### src/rtl/pio_pkg.sv
// Shared constants and types for the PIO byte/word packer.
// Assumes a 32-bit port made of four byte lanes.
package pio_pkg;
    localparam int BYTE_W = 8;
    localparam int LANES  = 4;
    localparam int LANE_W = 2;
    localparam int WORD_W = BYTE_W * LANES;

    typedef enum logic [1:0] {
        SEQ_IDLE = 2'd0,
        SEQ_WAIT = 2'd1,
        SEQ_MOVE = 2'd2
    } seq_state_t;
endpackage

### src/rtl/pio_blk_seq.sv
// Block sequencer: latches length and count at start, gates each block on
// the direction's readiness flag, counts bytes within a block and blocks
// within the transfer. Assumes byte_fire only occurs while moving.
module pio_blk_seq #(
    parameter int MAX_BLK_BYTES = 2048,
    parameter int CNT_W         = 16,
    localparam int SZ_W         = $clog2(MAX_BLK_BYTES + 1)
) (
    input  logic             clk,
    input  logic             rst_n,
    input  logic             start,
    input  logic             dir_rd_in,
    input  logic [SZ_W-1:0]  size_in,
    input  logic [CNT_W-1:0] count_in,
    input  logic             rd_flag,
    input  logic             wr_flag,
    input  logic             byte_fire,
    output logic             moving,
    output logic             is_rd,
    output logic             last_byte,
    output logic             busy,
    output logic             done
);
    import pio_pkg::*;

    seq_state_t       state;
    logic [SZ_W-1:0]  size_q;
    logic [SZ_W-1:0]  bytes_left;
    logic [CNT_W-1:0] blocks_left;
    logic             flag_ok;

    // Pick the readiness flag for the latched direction.
    always_comb flag_ok = is_rd ? rd_flag : wr_flag;

    // Sequencer state, counters and done pulse.
    always_ff @(posedge clk) begin
        if (!rst_n) begin
            state       <= SEQ_IDLE;
            is_rd       <= 1'b0;
            size_q      <= '0;
            bytes_left  <= '0;
            blocks_left <= '0;
            done        <= 1'b0;
        end else begin
            done <= 1'b0;
            case (state)
                SEQ_IDLE: begin
                    if (start) begin
                        is_rd       <= dir_rd_in;
                        size_q      <= size_in;
                        blocks_left <= count_in;
                        if (size_in == '0 || count_in == '0) begin
                            done <= 1'b1;
                        end else begin
                            state <= SEQ_WAIT;
                        end
                    end
                end
                SEQ_WAIT: begin
                    if (flag_ok) begin
                        bytes_left <= size_q;
                        state      <= SEQ_MOVE;
                    end
                end
                SEQ_MOVE: begin
                    if (byte_fire) begin
                        bytes_left <= bytes_left - SZ_W'(1);
                        if (last_byte) begin
                            blocks_left <= blocks_left - CNT_W'(1);
                            if (blocks_left == CNT_W'(1)) begin
                                state <= SEQ_IDLE;
                                done  <= 1'b1;
                            end else begin
                                state <= SEQ_WAIT;
                            end
                        end
                    end
                end
                default: state <= SEQ_IDLE;
            endcase
        end
    end

    // Status decoded from the state and byte counter.
    always_comb begin
        moving    = (state == SEQ_MOVE);
        busy      = (state != SEQ_IDLE);
        last_byte = (bytes_left == SZ_W'(1));
    end
endmodule

### src/rtl/pio_wr_pack.sv
// Write packer: places each accepted byte in the next lane of a scratch
// word and emits the word after four bytes or at the last byte of a block.
// Assumes the scratch word's unused lanes are zero between emissions.
module pio_wr_pack (
    input  logic                        clk,
    input  logic                        rst_n,
    input  logic                        fire,
    input  logic                        last,
    input  logic [pio_pkg::BYTE_W-1:0]  data_in,
    output logic                        wr_stb,
    output logic [pio_pkg::WORD_W-1:0]  wr_word
);
    import pio_pkg::*;

    logic [WORD_W-1:0] scratch;
    logic [WORD_W-1:0] merged;
    logic [LANE_W-1:0] lane;

    // Insert the incoming byte at the current lane, one mux per lane.
    for (genvar l = 0; l < LANES; l++) begin : g_lane
        assign merged[l*BYTE_W +: BYTE_W] =
            (lane == LANE_W'(l)) ? data_in : scratch[l*BYTE_W +: BYTE_W];
    end

    // Collect bytes and emit a full or block-final word.
    always_ff @(posedge clk) begin
        if (!rst_n) begin
            scratch <= '0;
            lane    <= '0;
            wr_stb  <= 1'b0;
            wr_word <= '0;
        end else begin
            wr_stb <= 1'b0;
            if (fire) begin
                if (lane == LANE_W'(LANES - 1) || last) begin
                    wr_word <= merged;
                    wr_stb  <= 1'b1;
                    scratch <= '0;
                    lane    <= '0;
                end else begin
                    scratch <= merged;
                    lane    <= lane + LANE_W'(1);
                end
            end
        end
    end
endmodule

### src/rtl/pio_rd_unpack.sv
// Read unpacker: fetches a port word when no bytes remain, then offers its
// bytes lowest lane first. Leftover lanes are dropped at a block's end.
// Assumes the port word is valid in the cycle the read strobe is high.
module pio_rd_unpack (
    input  logic                        clk,
    input  logic                        rst_n,
    input  logic                        active,
    input  logic                        fire,
    input  logic                        last,
    input  logic [pio_pkg::WORD_W-1:0]  rd_word,
    output logic                        rd_stb,
    output logic                        out_valid,
    output logic [pio_pkg::BYTE_W-1:0]  out_byte
);
    import pio_pkg::*;

    logic [WORD_W-1:0] word_q;
    logic [LANE_W:0]   have;

    // Fetch when empty, otherwise offer the low lane.
    always_comb begin
        rd_stb    = active && (have == '0);
        out_valid = active && (have != '0);
        out_byte  = word_q[BYTE_W-1:0];
    end

    // Hold the fetched word and shift out one byte per handshake.
    always_ff @(posedge clk) begin
        if (!rst_n) begin
            word_q <= '0;
            have   <= '0;
        end else if (rd_stb) begin
            word_q <= rd_word;
            have   <= (LANE_W + 1)'(LANES);
        end else if (fire) begin
            word_q <= word_q >> BYTE_W;
            have   <= last ? '0 : have - (LANE_W + 1)'(1);
        end
    end
endmodule

### src/rtl/pio_word_packer.sv
// Top: block-oriented PIO transfer between a byte stream and a 32-bit data
// port. Direction, block length and block count are latched at start.
// Assumes blk_bytes never exceeds MAX_BLK_BYTES.
module pio_word_packer #(
    parameter int MAX_BLK_BYTES = 2048,
    parameter int CNT_W         = 16,
    localparam int SZ_W         = $clog2(MAX_BLK_BYTES + 1)
) (
    input  logic                       clk,
    input  logic                       rst_n,
    input  logic                       start,
    input  logic                       xfer_read,
    input  logic [SZ_W-1:0]            blk_bytes,
    input  logic [CNT_W-1:0]           blk_total,
    input  logic                       rd_data_present,
    input  logic                       wr_room_present,
    input  logic                       in_valid,
    output logic                       in_ready,
    input  logic [pio_pkg::BYTE_W-1:0] in_byte,
    output logic                       out_valid,
    input  logic                       out_ready,
    output logic [pio_pkg::BYTE_W-1:0] out_byte,
    output logic                       port_wr_stb,
    output logic [pio_pkg::WORD_W-1:0] port_wr_word,
    output logic                       port_rd_stb,
    input  logic [pio_pkg::WORD_W-1:0] port_rd_word,
    output logic                       busy,
    output logic                       done
);
    logic moving;
    logic is_rd;
    logic last_byte;
    logic byte_fire;
    logic wr_fire;
    logic rd_fire;
    logic rd_active;

    // Handshakes for each direction and the shared byte event.
    always_comb begin
        in_ready  = moving && !is_rd;
        rd_active = moving && is_rd;
        wr_fire   = in_valid && in_ready;
        rd_fire   = out_valid && out_ready;
        byte_fire = wr_fire || rd_fire;
    end

    pio_blk_seq #(
        .MAX_BLK_BYTES (MAX_BLK_BYTES),
        .CNT_W         (CNT_W)
    ) u_seq (
        .clk       (clk),
        .rst_n     (rst_n),
        .start     (start),
        .dir_rd_in (xfer_read),
        .size_in   (blk_bytes),
        .count_in  (blk_total),
        .rd_flag   (rd_data_present),
        .wr_flag   (wr_room_present),
        .byte_fire (byte_fire),
        .moving    (moving),
        .is_rd     (is_rd),
        .last_byte (last_byte),
        .busy      (busy),
        .done      (done)
    );

    pio_wr_pack u_pack (
        .clk     (clk),
        .rst_n   (rst_n),
        .fire    (wr_fire),
        .last    (last_byte),
        .data_in (in_byte),
        .wr_stb  (port_wr_stb),
        .wr_word (port_wr_word)
    );

    pio_rd_unpack u_unpack (
        .clk       (clk),
        .rst_n     (rst_n),
        .active    (rd_active),
        .fire      (rd_fire),
        .last      (last_byte),
        .rd_word   (port_rd_word),
        .rd_stb    (port_rd_stb),
        .out_valid (out_valid),
        .out_byte  (out_byte)
    );
endmodule

### config.mk
export PLATFORM = sky130hd
export DESIGN_NAME = pio_word_packer
export DESIGN_NICKNAME = d
export VERILOG_FILES = /design/src/rtl/pio_pkg.sv /design/src/rtl/pio_blk_seq.sv /design/src/rtl/pio_wr_pack.sv /design/src/rtl/pio_rd_unpack.sv /design/src/rtl/pio_word_packer.sv
export SDC_FILE = /design/constraint.sdc
export NUM_CORES = 1
export LEC_CHECK = 0
export CORE_ASPECT_RATIO = 1.4
export CORE_MARGIN = 1.5
export CORE_UTILIZATION = 60
export CTS_CLUSTER_DIAMETER = 100
export DETAILED_ROUTE_END_ITERATION = 6
export DONT_BUFFER_PORTS = 1
export PLACE_DENSITY = 0.77
export SLEW_MARGIN = 20
export SYNTH_ARGS = -nofsm -noshare
export SYNTH_HDL_FRONTEND = slang
export SYNTH_SLANG_ARGS = --single-unit
### constraint.sdc
create_clock -name clk -period 3.8 [get_ports clk]
set_input_delay 0.76 -clock clk [delete_from_list [all_inputs] [get_ports clk]]
set_output_delay 0.76 -clock clk [all_outputs]
set_load 0.005 [all_outputs]
==> results_dict.tcl <==
set metrics [dict create \
    finalSetupViolations 0 \
    min_from "u_unpack.word_q[18]$_SDFFE_PN0P_" \
    critical_path.endpoint_type "output port" \
    drt-wirelength-per-cell_um 17.3 \
    synthXorXnorAreaFrac 0.00806 \
    die_w_um 91.1 \
    numClockSinks 146 \
    synth-adder-area-share 0.0192 \
    seq_area_frac_synth 0.448 \
    global_route.usage.met2 0.454 \
    syn_area_um2 6520 \
    clockBufferDepth 2 \
    max_cap_viol_count 0 \
    cts_hold_buf 0 \
    postSynthRegisterBits 146 \
    synth_cell_type_count 58 \
    relSlewSlack 0.379 \
    cp_max_fo 33 \
    post_synth_mux_area_share 0.0522 \
    hold_class "reg -> reg" \
    synth.net_count 844 \
    ioPinCount 122 \
    synth_area_per_cell_um2 8.60 \
    insertion_delay_ps 410 \
    worstPathArrival_ps 2100 \
    detail_route.iter0.violations 394 \
    maxSlewViolCount 0 \
    actual_slew_at_the_worst_max_slew_pin_ps 931 \
    post_cts_resized 0 \
    drt-vias-per-instance 6.29 \
    layout_setup_ws_ps 945 \
    place.port_buffers 0 \
    num_rows 44 \
    grt_remaining_overflow 0 \
    cts_root_buf "clkbuf_16" \
    synth_simple_gate_area_share 0.185 \
    drt-pass1-iter-count 6 \
    post-route-util 0.675 \
    cts_tree "yes" \
    outcome "finished, final reports clean" \
    timing.hold.worst_path_depth 2 \
    drt.antenna.violating_nets 0 \
    hold_viol_final 0 \
    path_cells "nor2b_2 -> and3_1 -> buf_4" \
    cpMaxStageDelayCell "dfxtp_1" \
    placeableCoreArea_um2 10500 \
    first_global_vias 5209 \
    area_delta_synth_final_pct 8.21 \
    yosysWarningCount 0 \
    hold_slack_ps 454 \
    postRouteWirelength_mm 15.0 \
    met3_use_gr 0.0612 \
    antenna_found_initial 0 \
    dr_total_vias 5462 \
    cp.required_ps 3040 \
    finalClockSkew_ps 10.3 \
    layout.cells.most_common "dfxtp_1" \
    stdcell_count 869 \
    layout_common_cells "146 x dfxtp_1, 114 x nand2_1, 93 x a21oi_1, 35 x nor2_1" \
    reg2regPathDepth 6 \
    setup.reg_to_reg.worst_slack_ps 1180 \
    cpLargestDelayFamily "flip-flops" \
    gr-usage-met1 0.312 \
    grt_setup_unrepaired "no" \
    start_util 0.624 \
    max_stage_delay_ps 710 \
    postCtsSetupRepairBufs 0 \
    synth_edf_count 0 \
    gp_routability_congestion 0.841 \
    grt_start_max_net_pins 44 \
    post_synth_inst_count 758 \
    cts-buffers-inserted 17 \
    yosys_most_used_dff "dfxtp_1" \
    drive_above_1_share 0.0793 \
    start_kind "register" \
    grt_busiest_layer "met2" \
    synth_compound_area_frac 0.230 \
    asyncSetResetFlopFracSynth 0 \
    worstReg2RegStart "u_seq.state[0]$_SDFFE_PN0P_" \
    synth_top_family_by_area "compound AO/OA/AOI/OAI gates" \
    globalRouteTotalUtil 0.262 \
    power_density_nw_per_um2 553 \
    placed_cells 837 \
    global_route_wire_length_before_repair_mm 24.9 \
    achievable-frequency_mhz 350 \
    power.leakage_nw 2.41 \
    worst-setup-path-type "reg -> out" \
    vdd_ir_drop_max_v 0.000322 \
    filler_cell_count 846 \
    detail_route.drc_violations 0 \
    setup_tns_ps 0 \
    finalCritPeriodShare 0.751 \
    worst-path-buf-inv 1 \
    worst_hold_path.endpoint "u_unpack.word_q[18]$_SDFFE_PN0P_" \
    finish.net_count 804 \
    pre_cts_ws_ps 1140 \
    cts.htree.levels 4 \
    clk_pin_slew_ps 60 \
    antennaDiodeCount 0 \
    dp_hpwl_mm 10.0 \
    fp.dieArea_um2 11500 \
    post-route-min-period_ps 2860 \
    die_h_um 126 \
    reg2reg_to "u_seq.bytes_left[6]$_SDFFE_PN0P_" \
]
## power by group
group / internal, mW / switching (mW) / total, mW
clock: 0.986 / 0.686 / 1.67
sequential: 1.60 / 0.0818 / 1.68
combinational: 0.208 / 0.343 / 0.550
## synth_stat cells, types with 2 or more instances
library cell / instances / area [um^2]
dfxtp_1: 146 / 2920
nand2_1: 115 / 432
a21oi_1: 93 / 465
clkbuf_1: 37 / 139
nor2_1: 37 / 139
a22oi_1: 34 / 255
mux2i_1: 34 / 340
nand3_1: 32 / 160
o2bb2ai_1: 32 / 280
o21ai_0: 21 / 105
nor4_1: 14 / 87.6
buf_2: 13 / 65.1
inv_1: 13 / 48.8
nor3_1: 13 / 65.1
buf_4: 12 / 90.1
ha_1: 10 / 125
and2_1: 9 / 56.3
nand2b_1: 6 / 37.5
nor2b_1: 6 / 37.5
o21a_1: 6 / 45.0
buf_1: 5 / 18.8
a211oi_1: 4 / 30.0
o211ai_1: 4 / 30.0
o221a_2: 4 / 45.0
xnor2_1: 4 / 35.0
a221oi_1: 3 / 26.3
a31oi_1: 3 / 18.8
a41oi_1: 3 / 26.3
nand4_1: 3 / 18.8
nor3b_1: 3 / 22.5
o32ai_1: 3 / 26.3
or4_1: 3 / 22.5
a21boi_0: 2 / 15.0
a21o_1: 2 / 15.0
and3_1: 2 / 12.5
o21ai_1: 2 / 10.0
o22ai_1: 2 / 12.5
o31ai_1: 2 / 15.0
xor2_1: 2 / 17.5
## area by class of cell
class,count,area (um^2),area share
sequential,146,2920,0.414
clock buffer,17,425,0.0603
multi-input combinational,531,3250,0.460
tap,138,173,0.0245
clock inverter,15,174,0.0246
inverter,13,48.8,0.00691
timing repair buffer,9,67.6,0.00957
## metrics by stage
| step | total power, mW | cell area (um^2) |
|---|---|---|
| 2_1_floorplan | 2.15 | 6520 |
| 3_3_place_gp | 2.23 | 6450 |
| 3_5_place_dp | 2.25 | 6450 |
| 4_1_cts | 3.91 | 7050 |
| 5_1_grt | 4.06 | 7060 |
| 6_report | 3.90 | 7060 |
## worst min-delay path, delay by kind of cell, from the launching register on
family | cells | cell delay, ps
simple gates | 1 | 50
flops | 1 | 310
compound gates | 1 | 50
## flip-flops by register name, summed over array words and instances (netlist names)
register           cells
u_pack.lane            2
u_pack.scratch        32
u_pack.wr_stb          1
u_pack.wr_word        32
u_seq.blocks_left     16
u_seq.bytes_left      12
u_seq.done             1
u_seq.is_rd            1
u_seq.size_q          12
u_seq.state            2
u_unpack.have          3
u_unpack.word_q       32
## kinds of logic after synthesis
kind of cell	count (synthesis)
AND/OR/NAND/NOR	253
AO/OA/AOI/OAI	228
flip-flops	146
buffers and inverters	81
multiplexers	34
adder cells (fa/ha/maj)	10
XOR/XNOR	6
## metal layers
layer	part of all wire	routed length, um
met1	0.40	6090
met3	0.067	1010
met5	0	0
met4	0.030	453
met2	0.50	7490
## worst max-delay path by stage
| stage | end | cells past startpoint | from |
|---|---|---|---|
| floorplan | u_seq.bytes_left[11]$_SDFFE_PN0P_ | 7 | in_valid |
| global placement | u_seq.bytes_left[6]$_SDFFE_PN0P_ | 6 | in_valid |
| detailed placement | u_seq.bytes_left[6]$_SDFFE_PN0P_ | 6 | in_valid |
| CTS | port_rd_stb | 3 | u_seq.state[1]$_SDFFE_PN0P_ |
| global route | port_rd_stb | 3 | u_seq.state[1]$_SDFFE_PN0P_ |
| finish | port_rd_stb | 3 | u_seq.state[1]$_SDFFE_PN0P_ |
Note: power is estimated with default switching activity, not from simulation.
